$ cat src/rtl/sg_dma_engine.sv
module sg_dma_engine #(
  parameter int SEC_W        = 8,
  parameter int SECTOR_BYTES = 512
) (
  input  logic             clk,
  input  logic             rst_n,
  input  logic             reg_wr,
  input  logic [2:0]       reg_addr,
  input  logic [31:0]      reg_wdata,
  output logic [31:0]      reg_rdata,
  output logic             mem_req,
  output logic             mem_we,
  output logic [31:0]      mem_addr,
  output logic [31:0]      mem_wdata,
  input  logic             mem_ack,
  input  logic             mem_err,
  input  logic [31:0]      mem_rdata,
  input  logic [SEC_W-1:0] dev_sectors,
  input  logic             dev_in_valid,
  input  logic [31:0]      dev_in_data,
  output logic             dev_in_ready,
  output logic             dev_out_valid,
  output logic [31:0]      dev_out_data,
  input  logic             dev_out_ready,
  output logic             irq
);
  localparam int SEC_SH = $clog2(SECTOR_BYTES / 4);
  localparam int DEV_W  = SEC_W + SEC_SH;

  typedef enum logic [2:0] {S_IDLE, S_FADDR, S_FCNT, S_DECIDE, S_MWR, S_MRD, S_DOUT, S_HOLD} state_t;
  state_t state;

  logic             run_q, dir_q, active_q, err_q, intr_q, last_q;
  logic [31:0]      base_q, ptr_q, buf_q, data_q;
  logic [14:0]      drem_q;
  logic [DEV_W-1:0] vrem_q;

  wire wr_cmd  = reg_wr && reg_addr == 3'd0;
  wire wr_sts  = reg_wr && reg_addr == 3'd2;
  wire wr_base = reg_wr && reg_addr == 3'd4;
  wire go      = wr_cmd && reg_wdata[0] && !run_q;
  wire stop    = wr_cmd && !reg_wdata[0] && run_q;

  wire [DEV_W-1:0] dev_words = {dev_sectors, {SEC_SH{1'b0}}};
  wire [16:0]      cnt_bytes = (mem_rdata[15:0] == 16'd0) ? 17'h10000 : {1'b0, mem_rdata[15:0]};

  assign mem_req   = state == S_FADDR || state == S_FCNT || state == S_MWR || state == S_MRD;
  assign mem_we    = state == S_MWR;
  assign mem_addr  = (state == S_FADDR) ? ptr_q : (state == S_FCNT) ? ptr_q + 32'd4 : buf_q;
  assign mem_wdata = data_q;

  wire resp_ok  = mem_req && mem_ack && !mem_err;
  wire resp_bad = mem_req && mem_ack && mem_err;
  wire can_move = vrem_q != '0 && drem_q != 15'd0;

  assign dev_in_ready  = state == S_DECIDE && dir_q && can_move;
  assign dev_out_valid = state == S_DOUT;
  assign dev_out_data  = data_q;
  assign irq           = intr_q;

  always_comb begin
    case (reg_addr)
      3'd0:    reg_rdata = {28'd0, dir_q, 2'b00, run_q};
      3'd2:    reg_rdata = {29'd0, intr_q, err_q, active_q};
      3'd4:    reg_rdata = base_q;
      default: reg_rdata = 32'd0;
    endcase
  end

  always_ff @(posedge clk or negedge rst_n) begin
    if (!rst_n) begin
      state <= S_IDLE;
      run_q <= 1'b0; dir_q <= 1'b0; active_q <= 1'b0; err_q <= 1'b0; intr_q <= 1'b0;
      last_q <= 1'b0; base_q <= '0; ptr_q <= '0; buf_q <= '0; data_q <= '0;
      drem_q <= '0; vrem_q <= '0;
    end else begin
      if (wr_cmd) begin
        run_q <= reg_wdata[0];
        if (!active_q) dir_q <= reg_wdata[3];
      end
      if (wr_base) base_q <= {reg_wdata[31:2], 2'b00};
      if (wr_sts) begin
        if (reg_wdata[1]) err_q  <= 1'b0;
        if (reg_wdata[2]) intr_q <= 1'b0;
      end
      if (stop) begin
        state    <= S_IDLE;
        active_q <= 1'b0;
      end else if (go) begin
        state    <= S_FADDR;
        active_q <= 1'b1;
        ptr_q    <= base_q;
        vrem_q   <= dev_words;
      end else if (resp_bad) begin
        state    <= S_IDLE;
        active_q <= 1'b0;
        err_q    <= 1'b1;
        intr_q   <= 1'b1;
      end else begin
        case (state)
          S_FADDR: if (resp_ok) begin
            buf_q <= {mem_rdata[31:2], 2'b00};
            state <= S_FCNT;
          end
          S_FCNT: if (resp_ok) begin
            drem_q <= cnt_bytes[16:2];
            last_q <= mem_rdata[31];
            ptr_q  <= ptr_q + 32'd8;
            state  <= S_DECIDE;
          end
          S_DECIDE: begin
            if (vrem_q == '0) begin
              intr_q <= 1'b1;
              if (drem_q == 15'd0 && last_q) begin
                active_q <= 1'b0;
                state    <= S_IDLE;
              end else begin
                state <= S_HOLD;
              end
            end else if (drem_q == 15'd0) begin
              if (last_q) begin
                active_q <= 1'b0;
                state    <= S_IDLE;
              end else begin
                state <= S_FADDR;
              end
            end else if (!dir_q) begin
              state <= S_MRD;
            end else if (dev_in_valid) begin
              data_q <= dev_in_data;
              state  <= S_MWR;
            end
          end
          S_MWR: if (resp_ok) begin
            drem_q <= drem_q - 15'd1;
            vrem_q <= vrem_q - 1'b1;
            buf_q  <= buf_q + 32'd4;
            state  <= S_DECIDE;
          end
          S_MRD: if (resp_ok) begin
            data_q <= mem_rdata;
            state  <= S_DOUT;
          end
          S_DOUT: if (dev_out_ready) begin
            drem_q <= drem_q - 15'd1;
            vrem_q <= vrem_q - 1'b1;
            buf_q  <= buf_q + 32'd4;
            state  <= S_DECIDE;
          end
          S_HOLD:  state <= S_HOLD;
          default: state <= S_IDLE;
        endcase
      end
    end
  end

  p_write_needs_d2m_r12: assert property (@(posedge clk) disable iff (!rst_n)
    (mem_req && mem_we) |-> dir_q);

  p_dev_in_needs_d2m_r12: assert property (@(posedge clk) disable iff (!rst_n)
    dev_in_ready |-> (dir_q && active_q));

  p_req_while_active_r10: assert property (@(posedge clk) disable iff (!rst_n)
    mem_req |-> active_q);

  p_err_halts_r10: assert property (@(posedge clk) disable iff (!rst_n)
    (mem_req && mem_ack && mem_err && !stop) |=> (!active_q && err_q && intr_q && !mem_req));

  p_stop_clears_r8: assert property (@(posedge clk) disable iff (!rst_n)
    stop |=> (!active_q && !mem_req));

  p_stop_keeps_intr_r8: assert property (@(posedge clk) disable iff (!rst_n)
    (stop && !wr_sts) |=> (intr_q == $past(intr_q)));
endmodule

$ cat config.mk
export PLATFORM = sky130hd
export DESIGN_NAME = sg_dma_engine
export DESIGN_NICKNAME = d
export VERILOG_FILES = /design/src/rtl/sg_dma_engine.sv
export SDC_FILE = /design/constraint.sdc
export NUM_CORES = 1
export LEC_CHECK = 0
export ABC_AREA = 1
export BUFFER_PORTS_ARGS = -buffer_cell sky130_fd_sc_hd__buf_2
export CORE_ASPECT_RATIO = 1.4
export CORE_MARGIN = 2
export CORE_UTILIZATION = 40
export DETAILED_ROUTE_END_ITERATION = 6
export SYNTH_ARGS = -nofsm -noshare
export SYNTH_HDL_FRONTEND = slang
export SYNTH_SLANG_ARGS = --single-unit
$ cat constraint.sdc
create_clock -name clk -period 2.5 [get_ports clk]
set_input_delay 0.5 -clock clk [delete_from_list [all_inputs] [get_ports clk]]
set_output_delay 0.5 -clock clk [all_outputs]
set_load 0.01 [all_outputs]
==> impl_metrics.toml <==
[power]
peakVddDrop_v = 0.000626
powerDensity_nw_per_um2 = 1180
p_leak_nw = 7.55

[yosys]
synth_cell_types = 46
post-synth-top-count-cell = "nand2_1"
synth_mux_area_frac = 0.000989
synthXorXnorAreaFrac = 0.0385
synth-edff-count = 0
synth-simple-area-share = 0.355
postSynthAreaPerCell_sq_um = 6.55
synth_top_family_by_area = "simple AND/OR/NAND/NOR gates"
synth_top_area_frac = 0.354
synthArstFlopShare = 1.00
ys.warnings.count = 0
synth_seq_cells = 161
synthTopCellsByCount = "532 x nand2_1, 205 x nor2_1, 198 x inv_1, 161 x dfrtp_1, 115 x nand3_1"
ys.flop_type = "dfrtp_1"
postSynthCellCount = 1739
synth_area_sq_um = 11400
synth-compound-area-share = 0.124
synth_adder_area_share = 0.00659
synth_area_leaders = "dfrtp_1 35%, nand2_1 18%, nor2_1 6.8%, inv_1 6.5%, nand3_1 5.1%"
ys_seq_area_frac = 0.354
synth_top_area_cell = "dfrtp_1"

[critical_path]
start_kind = "flop"
crit_path_end_kind = "output port"
r2r_start = "state[0]$_DFFE_PN0P_"
critPathMaxFanout = 4
cp-startpoint = "ptr_q[3]$_DFFE_PN0P_"
crit_top_cell = "nand2_1"
critical_path_class = "flop to output port"
crit_chain = "ha_4 -> inv_4 -> nor2_4 -> nand2_4 -> nor3_4 -> nand2_1 -> nand2_1 -> nand2_1 -> o21ai_0 -> o21ai_0 -> buf_2"
critPathMaxStageDelay_ns = 0.44
critPathSlowestCell = "dfrtp_2"
arrival_ns = 2.13
worst-endpoint-required_ns = 2.00

[global_routing]
antenna_found_initial = 0
grt-ovfl-total = 0
grt_max_degree = 67
grt_pass1_vias = 11900
grt_pass1_wl_mm = 62.9
grt_usage = 0.269

[placement]
gp_congestion = 0.991
io_buffers = 244
dpl_cell_area_sq_um = 12900
dp_hpwl_mm = 29.9
dp_slack_ns = 0.0260

[worst_hold_path]
hp-class = "input port to flop"
hp-start = "reg_wdata[7]"

[sta]
fin_crit_ns = 2.63
period_share = 1.05
worst_slew_pin_slew_ns = 0.840
relSlewSlack = 0.440
hold_viol_final = 0
worst_slack_ns = -0.126
setup_viol = 24
slew_violations = 0
rsz0062_at_grt = "true"
fin_skew_ns = 0.00922
maxClockFrequency_mhz = 381

[clock_network]
cts.reportedPaths.clkPinSlew_ns = 0.07
cts_tree = "built"
h-tree-depth = 4
cts-root-buf = "clkbuf_16"
numCtsBuffers = 17
clock_sinks = 161
clock_latency_ns = 0.46
cts_buffer_depth = 2

[floorplanning]
start_util = 0.403
io_pins = 247
fp.coreArea_sq_um = 28200
dieArea_sq_um = 29800
num_rows = 73
die_w_um = 147
dieHeight_um = 204

[routing]
drt-pass1-iter-count = 5
drc = 0
via_count = 12400
antenna_left = 0
wl_per_cell_um = 16.8
vias_per_cell = 5.17
routed_wl_mm = 40.3
drt_iter0_markers = 943

[cells_and_area]
final_layout_size_suffix_gt1_frac = 0.265
final.fill_count = 2897
nNetsFinal = 2127
antenna_cells = 0
regArea_sq_um = 4040
final_area_sq_um = 14600
syn_to_final_growth_pct = 28.4
multi_input_area_sq_um = 6560

[run_status]
violations = "setup timing"
status = "complete, but fails checks"

[run]
drv_cap = 0
==> cell usage in the layout (no fill, tap or decap), types with 12 or more instances in the layout <==
cell       instances
dfrtp_1          151
nor2_2            17
o21ai_1           49
o211ai_1          13
nor2_4            19
inv_2             17
nand2_1          503
buf_4             87
nand3_1          105
clkbuf_16         18
o21ai_0           85
buf_2            242
nand2_2           24
buf_6             12
xor2_1            44
a21oi_1           68
nor2_1           176
inv_1            184
nand4_1           46
nor3_1            19
==> cell families after synthesis <==
logic type,count (synthesis)
flops,161
simple gates,952
buf+inv,311
compound gates,257
mux,1
other cells,1
fa+ha+maj,6
xor+xnor,50
==> worst max-delay path: cells and delay by family, from the launching register on <==
family / cells / cell delay (ns)
AND/OR/NAND/NOR: 6 / 0.64
flip-flops: 1 / 0.44
adder cells (fa/ha/maj): 1 / 0.17
AO/OA/AOI/OAI: 2 / 0.23
buffers and inverters: 2 / 0.19
==> what timing repair did <==
item	in CTS	in global routing
hold buffers	1	0
gates resized for setup	129	66
setup buffers	34	20
pin swaps	36	32
cloned	1	1
endpoints found under the hold margin	27	0
endpoints found under the setup margin	31	29
==> area by class of cell <==
type | instances | area share
Clock inverter | 13 | 0.00693
Clock buffer | 19 | 0.0303
Timing Repair Buffer | 351 | 0.151
Multi-Input combinational cell | 1268 | 0.449
Inverter | 208 | 0.0546
Sequential cell | 161 | 0.276
Tap cell | 375 | 0.0321
==> power breakdown <==
part | switching (W) | internal (W)
logic | 0.00610 | 0.00377
clock network | 0.00121 | 0.00131
registers | 0.00116 | 0.00372
==> registers in the layout, summed over array words and instances, names as in the netlist, 3 cells and up <==
name          count
dev_out_data     32
base_q           30
buf_q            30
ptr_q            30
drem_q           15
vrem_q           15
state             3
==> path summary, 6_finish.rpt <==
kind | end | slack [ns] | depth (start not counted)
min reg2reg | dev_out_data[16]$_DFFE_PN0P_ | 0.49 | 2
max in group asynchronous | ptr_q[16]$_DFFE_PN0P_ | 1.34 | 3
max | mem_addr[22] | -0.13 | 11
min in group asynchronous | dev_out_data[26]$_DFFE_PN0P_ | 0.49 | 2
max reg2reg | dev_out_data[21]$_DFFE_PN0P_ | 0.28 | 12
min | base_q[7]$_DFFE_PN0P_ | 0.28 | 3
==> routing by layer <==
layer | up-vias | share of wire | track usage | routed length, um
li1 | 6098 | - | - | -
met1 | 5718 | 0.42 | 0.331 | 16700
met2 | 460 | 0.48 | 0.453 | 19300
met3 | 112 | 0.050 | 0.0380 | 2020
met4 | 0 | 0.055 | 0.148 | 2230
met5 | - | 0 | 0 | 0
==> per-stage QoR <==
stage               hold slack [ns]  cells  utilization  setup TNS (ns)  power [W]
global route                  0.286   2395        0.518           -4.40     0.0186
CTS                           0.269   2374        0.503           -1.74     0.0168
global placement              0.396   2306        0.459               0     0.0133
detailed placement            0.399   2306        0.459               0     0.0133
finish                        0.283   2395        0.518           -1.79     0.0173
floorplan                     0.204   1740            -               0     0.0104
No activity file was read; power rests on OpenSTA's default activity.
